===== config.mk =====
export PLATFORM = sky130hd
export DESIGN_NAME = capcmp_timer
export DESIGN_NICKNAME = d
export VERILOG_FILES = /design/src/rtl/cct_pkg.sv /design/src/rtl/cct_counter.sv /design/src/rtl/cct_pair.sv /design/src/rtl/cct_flag.sv /design/src/rtl/capcmp_timer.sv
export SDC_FILE = /design/constraint.sdc
export NUM_CORES = 1
export LEC_CHECK = 0
export BUFFER_PORTS_ARGS = -buffer_cell sky130_fd_sc_hd__buf_2
export CORE_ASPECT_RATIO = 1.75
export CORE_MARGIN = 3
export CORE_UTILIZATION = 46
export CTS_BUF_LIST = sky130_fd_sc_hd__clkbuf_4 sky130_fd_sc_hd__clkbuf_8 sky130_fd_sc_hd__clkbuf_16
export CTS_CLUSTER_SIZE = 14
export DETAILED_ROUTE_END_ITERATION = 10
export SLEW_MARGIN = 20
export SYNTH_ARGS = -nofsm -noshare
export SYNTH_HDL_FRONTEND = slang
export SYNTH_HIERARCHICAL = 1
export SYNTH_SLANG_ARGS = --single-unit
export TNS_END_PERCENT = 100

===== constraint.sdc =====
create_clock -name clk -period 2.8 [get_ports clk]
set_input_delay 0.14 -clock clk [delete_from_list [all_inputs] [get_ports clk]]
set_output_delay 0.14 -clock clk [all_outputs]
set_load 0.005 [all_outputs]

===== src/rtl/cct_pkg.sv =====
package cct_pkg;
  localparam int unsigned CCT_AW = 3;

  localparam logic [CCT_AW-1:0] ADR_CNT  = 3'd0;
  localparam logic [CCT_AW-1:0] ADR_GRA  = 3'd1;
  localparam logic [CCT_AW-1:0] ADR_CTRL = 3'd5;
  localparam logic [CCT_AW-1:0] ADR_STAT = 3'd6;

  localparam int unsigned N_PAIR  = 2;
  localparam int unsigned N_GREG  = 2 * N_PAIR;
  localparam int unsigned CTL_BUF = 4;
  localparam int unsigned CTL_IE  = 8;

  typedef struct packed {
    logic [N_PAIR-1:0] ie;
    logic [N_PAIR-1:0] buf_en;
    logic [N_GREG-1:0] cap;
  } cct_ctrl_t;
endpackage


===== src/rtl/cct_counter.sv =====
module cct_counter #(
  parameter int unsigned W = 16
) (
  input  logic         clk,
  input  logic         rst_n,
  input  logic         cnt_en,
  input  logic         wr_en,
  input  logic [W-1:0] wr_data,
  output logic [W-1:0] cnt_q
);
  function automatic logic [W-1:0] next_count(input logic [W-1:0] c, input logic en);
    return c + {{(W-1){1'b0}}, en};
  endfunction

  always_ff @(posedge clk) begin
    if (!rst_n)     cnt_q <= '0;
    else if (wr_en) cnt_q <= wr_data;
    else            cnt_q <= next_count(cnt_q, cnt_en);
  end
endmodule


===== src/rtl/cct_pair.sv =====
module cct_pair #(
  parameter int unsigned W = 16
) (
  input  logic         clk,
  input  logic         rst_n,
  input  logic [W-1:0] cnt,
  input  logic         pri_cap_mode,
  input  logic         sec_cap_mode,
  input  logic         buf_mode,
  input  logic         pri_strobe,
  input  logic         sec_strobe,
  input  logic         pri_wr,
  input  logic         sec_wr,
  input  logic [W-1:0] wdata,
  output logic [W-1:0] pri_q,
  output logic [W-1:0] sec_q,
  output logic         pri_hit,
  output logic         sec_hit,
  output logic         pri_cap
);
  function automatic logic equal_to(input logic [W-1:0] a, input logic [W-1:0] b);
    return a == b;
  endfunction

  logic sec_cap;
  logic buf_reload;
  logic buf_shift;

  assign pri_hit    = !pri_cap_mode && equal_to(cnt, pri_q);
  assign sec_hit    = !buf_mode && !sec_cap_mode && equal_to(cnt, sec_q);
  assign pri_cap    = pri_cap_mode && pri_strobe;
  assign sec_cap    = !buf_mode && sec_cap_mode && sec_strobe;
  assign buf_reload = buf_mode && pri_hit;
  assign buf_shift  = buf_mode && pri_cap;

  always_ff @(posedge clk) begin
    if (!rst_n)          pri_q <= '0;
    else if (pri_cap)    pri_q <= cnt;
    else if (buf_reload) pri_q <= sec_q;
    else if (pri_wr)     pri_q <= wdata;
  end

  always_ff @(posedge clk) begin
    if (!rst_n)         sec_q <= '0;
    else if (buf_shift) sec_q <= pri_q;
    else if (sec_cap)   sec_q <= cnt;
    else if (sec_wr)    sec_q <= wdata;
  end
endmodule


===== src/rtl/cct_flag.sv =====
module cct_flag (
  input  logic clk,
  input  logic rst_n,
  input  logic set_ev,
  input  logic rd_ev,
  input  logic clr_wr,
  output logic flag_q
);
  logic armed_q;

  always_ff @(posedge clk) begin
    if (!rst_n)           armed_q <= 1'b0;
    else if (clr_wr)      armed_q <= 1'b0;
    else if (rd_ev && flag_q) armed_q <= 1'b1;
  end

  always_ff @(posedge clk) begin
    if (!rst_n)                flag_q <= 1'b0;
    else if (set_ev)           flag_q <= 1'b1;
    else if (clr_wr && armed_q) flag_q <= 1'b0;
  end
endmodule


===== src/rtl/capcmp_timer.sv =====
module capcmp_timer
  import cct_pkg::*;
#(
  parameter int unsigned W = 16
) (
  input  logic                   clk,
  input  logic                   rst_n,
  input  logic                   count_en,
  input  logic [N_GREG-1:0]      cap_strobe,
  input  logic [CCT_AW-1:0]      bus_addr,
  input  logic                   bus_wr,
  input  logic                   bus_rd,
  input  logic                   bus_word,
  input  logic [W-1:0]           bus_wdata,
  output logic [W-1:0]           bus_rdata,
  output logic [N_GREG-1:0]      cmp_match,
  output logic                   irq
);
  cct_ctrl_t         ctrl_q;
  logic              wr_ok;
  logic              rd_ok;
  logic              cnt_wr;
  logic              stat_rd;
  logic              stat_wr;
  logic [W-1:0]      cnt_q;
  logic [W-1:0]      gr_q [N_GREG];
  logic [N_GREG-1:0] gr_wr;
  logic [N_PAIR-1:0] pri_hit;
  logic [N_PAIR-1:0] sec_hit;
  logic [N_PAIR-1:0] pri_cap;
  logic [N_PAIR-1:0] flag_set;
  logic [N_PAIR-1:0] flag_wr0;
  logic [N_PAIR-1:0] flag_q;
  logic [W-1:0]      ctrl_view;
  logic [W-1:0]      stat_view;
  logic [W-1:0]      reg_a, reg_b, reg_c, reg_d;

  assign wr_ok   = bus_wr && bus_word;
  assign rd_ok   = bus_rd && bus_word;
  assign cnt_wr  = wr_ok && (bus_addr == ADR_CNT);
  assign stat_wr = wr_ok && (bus_addr == ADR_STAT);
  assign stat_rd = rd_ok && (bus_addr == ADR_STAT);

  always_ff @(posedge clk) begin
    if (!rst_n) ctrl_q <= '0;
    else if (wr_ok && bus_addr == ADR_CTRL) begin
      ctrl_q.cap    <= bus_wdata[N_GREG-1:0];
      ctrl_q.buf_en <= bus_wdata[CTL_BUF +: N_PAIR];
      ctrl_q.ie     <= bus_wdata[CTL_IE +: N_PAIR];
    end
  end

  cct_counter #(.W(W)) u_counter (
    .clk     (clk),
    .rst_n   (rst_n),
    .cnt_en  (count_en),
    .wr_en   (cnt_wr),
    .wr_data (bus_wdata),
    .cnt_q   (cnt_q)
  );

  for (genvar g = 0; g < N_GREG; g++) begin : g_wdec
    assign gr_wr[g] = wr_ok && (bus_addr == ADR_GRA + 3'(g));
  end

  for (genvar p = 0; p < N_PAIR; p++) begin : g_pair
    cct_pair #(.W(W)) u_pair (
      .clk          (clk),
      .rst_n        (rst_n),
      .cnt          (cnt_q),
      .pri_cap_mode (ctrl_q.cap[p]),
      .sec_cap_mode (ctrl_q.cap[p+N_PAIR]),
      .buf_mode     (ctrl_q.buf_en[p]),
      .pri_strobe   (cap_strobe[p]),
      .sec_strobe   (cap_strobe[p+N_PAIR]),
      .pri_wr       (gr_wr[p]),
      .sec_wr       (gr_wr[p+N_PAIR]),
      .wdata        (bus_wdata),
      .pri_q        (gr_q[p]),
      .sec_q        (gr_q[p+N_PAIR]),
      .pri_hit      (pri_hit[p]),
      .sec_hit      (sec_hit[p]),
      .pri_cap      (pri_cap[p])
    );

    assign flag_set[p] = pri_hit[p] || pri_cap[p];
    assign flag_wr0[p] = stat_wr && !bus_wdata[p];

    cct_flag u_flag (
      .clk    (clk),
      .rst_n  (rst_n),
      .set_ev (flag_set[p]),
      .rd_ev  (stat_rd),
      .clr_wr (flag_wr0[p]),
      .flag_q (flag_q[p])
    );

    assign cmp_match[p]        = pri_hit[p];
    assign cmp_match[p+N_PAIR] = sec_hit[p];
  end

  assign irq = |(flag_q & ctrl_q.ie);

  always_comb begin
    ctrl_view = '0;
    ctrl_view[N_GREG-1:0]       = ctrl_q.cap;
    ctrl_view[CTL_BUF +: N_PAIR] = ctrl_q.buf_en;
    ctrl_view[CTL_IE +: N_PAIR]  = ctrl_q.ie;
    stat_view = '0;
    stat_view[N_PAIR-1:0] = flag_q;
  end

  always_comb begin
    case (bus_addr)
      ADR_CNT:  bus_rdata = cnt_q;
      3'd1:     bus_rdata = gr_q[0];
      3'd2:     bus_rdata = gr_q[1];
      3'd3:     bus_rdata = gr_q[2];
      3'd4:     bus_rdata = gr_q[3];
      ADR_CTRL: bus_rdata = ctrl_view;
      ADR_STAT: bus_rdata = stat_view;
      default:  bus_rdata = '0;
    endcase
  end

  assign reg_a = gr_q[0];
  assign reg_b = gr_q[1];
  assign reg_c = gr_q[2];
  assign reg_d = gr_q[3];
endmodule


==> flow_summary.yaml <==
timing:
  fin_skew_ns: 0.0122
  final_hold_viol_count: 0
  fin_setup_tns_ns: 0
  timing.final.crit_share_pct: 92.1
  fmax_mhz: 388
  slew_violations: 0
  setup_viol: 0
  holdWs_ns: 0.139
  min_period_ns: 2.58
  max-slew-margin-rel_pct: 39.2
  finalWorstSetupSlack_ns: 0.220
  rsz0062_at_grt: "false"
  tightestPinTransition_ns: 0.911
drt:
  num_vias: 6487
  via_per_inst: 6.40
  drtIter0Drc: 593
  post_drt_wl_per_cell_um: 23.5
  drc: 0
  drt_wl_total_mm: 23.8
  dr.pass1.iters: 5
  ant_nets: 0
worst_setup_path:
  start_kind: "register"
  required_ns: 2.66
  cp_slowest_cell: "dfxtp_1"
  reg2reg_depth: 7
  cp.buffers_inverters: 1
  crit_chain: "nor2b_1 > a2111oi_2 > nand4_2 > nor3_1 > buf_2"
  crit_fanout: 14
  path_class: "reg -> out"
  rr_startpoint: "u_counter/cnt_q[2]$_SDFF_PN0_"
  endpoint_kind: "output pin"
  r2r-end: "g_pair[0].u_pair/pri_q[6]$_SDFFE_PN0P_"
  r2r_slack_ns: 0.23
  slowest_delay_ns: 0.51
  arrival_ns: 2.44
  critical-path-top-delay-family: "simple AND/OR/NAND/NOR gates"
finish:
  drive_gt1_share_pct: 18.6
  nFillCells: 1393
  instances_no_fill: 1013
  area_delta_synth_final_pct: 12.5
  nets: 861
min_path:
  whs_path_depth: 3
  min-delay-start: "bus_wdata[9]"
  hold_class: "in -> reg"
  hold_end: "ctrl_q[7]$_SDFFE_PN0P_"
logic_synthesis:
  synth_seq_area_share_pct: 28.0
  synth_top_cell_by_area: "dfxtp_1"
  async_reset_ff_share_pct: 0
  yosysMostFrequentCell: "nor2_1"
  ys_seq_elements: 92
  yosys_warnings: 6
  ys_top_cells_by_count: "nor2_1 (144), dfxtp_1 (92), mux2i_1 (73)"
  synth.distinct_cells: 55
  syn-num-nets: 815
  synth_flop_cell: "dfxtp_1"
  syn_avg_cell_area_um2: 8.40
  synth-edff-count: 0
  synthTopCellsByArea: "dfxtp_1 (28%), mux2i_1 (11%), nor2_1 (8.2%), xor2_1 (8.0%), mux2_2 (4.6%)"
  syn_inst: 784
  netlist.area_leader.share_pct: 28.0
  syn_area_um2: 6580
power_and_ir_drop:
  power_density_nw_per_um2: 440
  p_leak_nw: 3.22
  vdd_drop_max_mv: 0.254
floorplanning:
  die_y_um: 164
  die_w_um: 96.4
  die_area_um2: 15800
  pin_count: 50
  rows: 57
  coreArea_um2: 14000
  start_util_pct: 47.1
global_route:
  grt_pass1_wl_mm: 36.5
  grt_pass1_vias: 6302
  grt_max_degree: 47
  track_usage_pct: 30.7
  grt-ovfl-total: 0
  grt_antenna_before_repair: 1
clock_network:
  tritoncts: "built"
  numCtsBuffers: 9
  hold_buffers: 0
  clkSinkCount: 92
  clock-root-buffer: "clkbuf_16"
  htreeDepth: 3
  ctsResizeCount: 0
  cts_buffer_depth: 2
  clk_latency_ns: 0.35
  clkSlewWorstSetupHoldPaths_ns: 0.07
  postCtsSetupBuffers: 0
job:
  max-cap-violations: 0
place:
  dp_hpwl_mm: 17.1
  dp.cells: 996
  place_congestion: 0.927
  io_buffers: 49
  dpl_worst_slack_ns: 0.265
run_status:
  status: "finished clean"
placed cells by master (no fill, tap or decap), drive strengths merged, types with 3 or more instances in the layout:
cell	instances
xor2	60
o221ai	4
o22ai	3
clkinv	8
a31oi	4
nand3	8
o21a	9
dfxtp	92
nor3	14
and3	3
inv	18
nand4	7
nand2	27
nor3b	4
or4	3
mux2i	73
a21oi	17
or2	4
o2bb2ai	32
clkbuf	11
nand2b	3
o32a	3
nand3b	11
nor2b	7
mux2	33
o211ai	32
o211a	3
o21ai	33
xnor2	8
nor4	12
or3	4
o31ai	3
a221oi	32
buf	88
nor2	147
cell families (layout without fill, tap and decap cells):
| kind of cell | after synthesis | count (layout) | synth area share (%) |
|---|---|---|---|
| flops | 92 | 92 | 28.0 |
| other cells | 0 | 1 | 0 |
| compound gates | 181 | 181 | 20.9 |
| mux | 107 | 107 | 17.1 |
| buf+inv | 76 | 127 | 5.19 |
| simple gates | 258 | 258 | 19.4 |
| xor+xnor | 68 | 68 | 9.05 |
| fa+ha+maj | 2 | 2 | 0.380 |
how the worst max path moves through the flow:
stage	startpoint	endpoint	slack, ns	cells after the start
global route	u_counter/cnt_q[2]$_SDFF_PN0_	g_pair[0].u_pair/pri_q[12]$_SDFFE_PN0P_	0.02	7
finish	u_counter/cnt_q[2]$_SDFF_PN0_	cmp_match[0]	0.22	5
CTS	u_counter/cnt_q[2]$_SDFF_PN0_	cmp_match[0]	0.24	5
floorplan	u_counter/cnt_q[5]$_SDFF_PN0_	g_pair[0].u_pair/pri_q[10]$_SDFFE_PN0P_	0.49	7
global placement	u_counter/cnt_q[2]$_SDFF_PN0_	g_pair[0].u_pair/pri_q[11]$_SDFFE_PN0P_	0.32	7
detailed placement	u_counter/cnt_q[2]$_SDFF_PN0_	g_pair[0].u_pair/pri_q[12]$_SDFFE_PN0P_	0.27	7
report_power, final:
part           total, W  internal, W  switching [W]
Sequential      0.00140      0.00134      0.0000604
Combinational  0.000552     0.000223       0.000329
Clock           0.00131     0.000744       0.000563
Total           0.00326      0.00231       0.000953
stage by stage:
stage | instance area [µm²] | total power [W] | util [%]
final | 7410 | 0.00326 | 53.0
after global routing | 7410 | 0.00338 | 53.0
after CTS | 7400 | 0.00327 | 52.9
after detailed placement | 7090 | 0.00197 | 50.7
after global placement | 7090 | 0.00196 | 50.7
after floorplan | 6580 | 0.00176 | -
worst register-to-register path: cells and delay by family, from the launching register on:
family	cells	cell delay, ns
compound gates	4	1.13
flops	1	0.72
buf+inv	2	0.41
simple gates	1	0.23
registers in the layout, summed over array words and instances, names as in the netlist:
| name | count |
|---|---|
| g_pair.u_pair/sec_q | 32 |
| u_counter/cnt_q | 16 |
| g_pair.u_flag/flag_q | 2 |
| g_pair.u_flag/armed_q | 2 |
| ctrl_q | 8 |
| g_pair.u_pair/pri_q | 32 |
area by class of cell:
class	instances	area (µm²)	area share, %
inverters	23	86.3	1.17
clock inverters	5	60.1	0.811
diodes	1	2.50	0.0338
multi-input cells	616	4410	59.5
well taps	177	221	2.99
flip-flops and latches	92	1840	24.9
repair buffers	88	538	7.26
clock buffers	11	253	3.41
routing by layer:
layer / GRT usage, % / vias up / wire length [µm]
li1: - / 2946 / -
met3: 3.53 / 69 / 1390
met2: 50.6 / 331 / 11700
met1: 39.1 / 3141 / 9490
met5: 0 / - / 0
met4: 15.3 / 0 / 1220
Power figures use the tool's default switching activity.
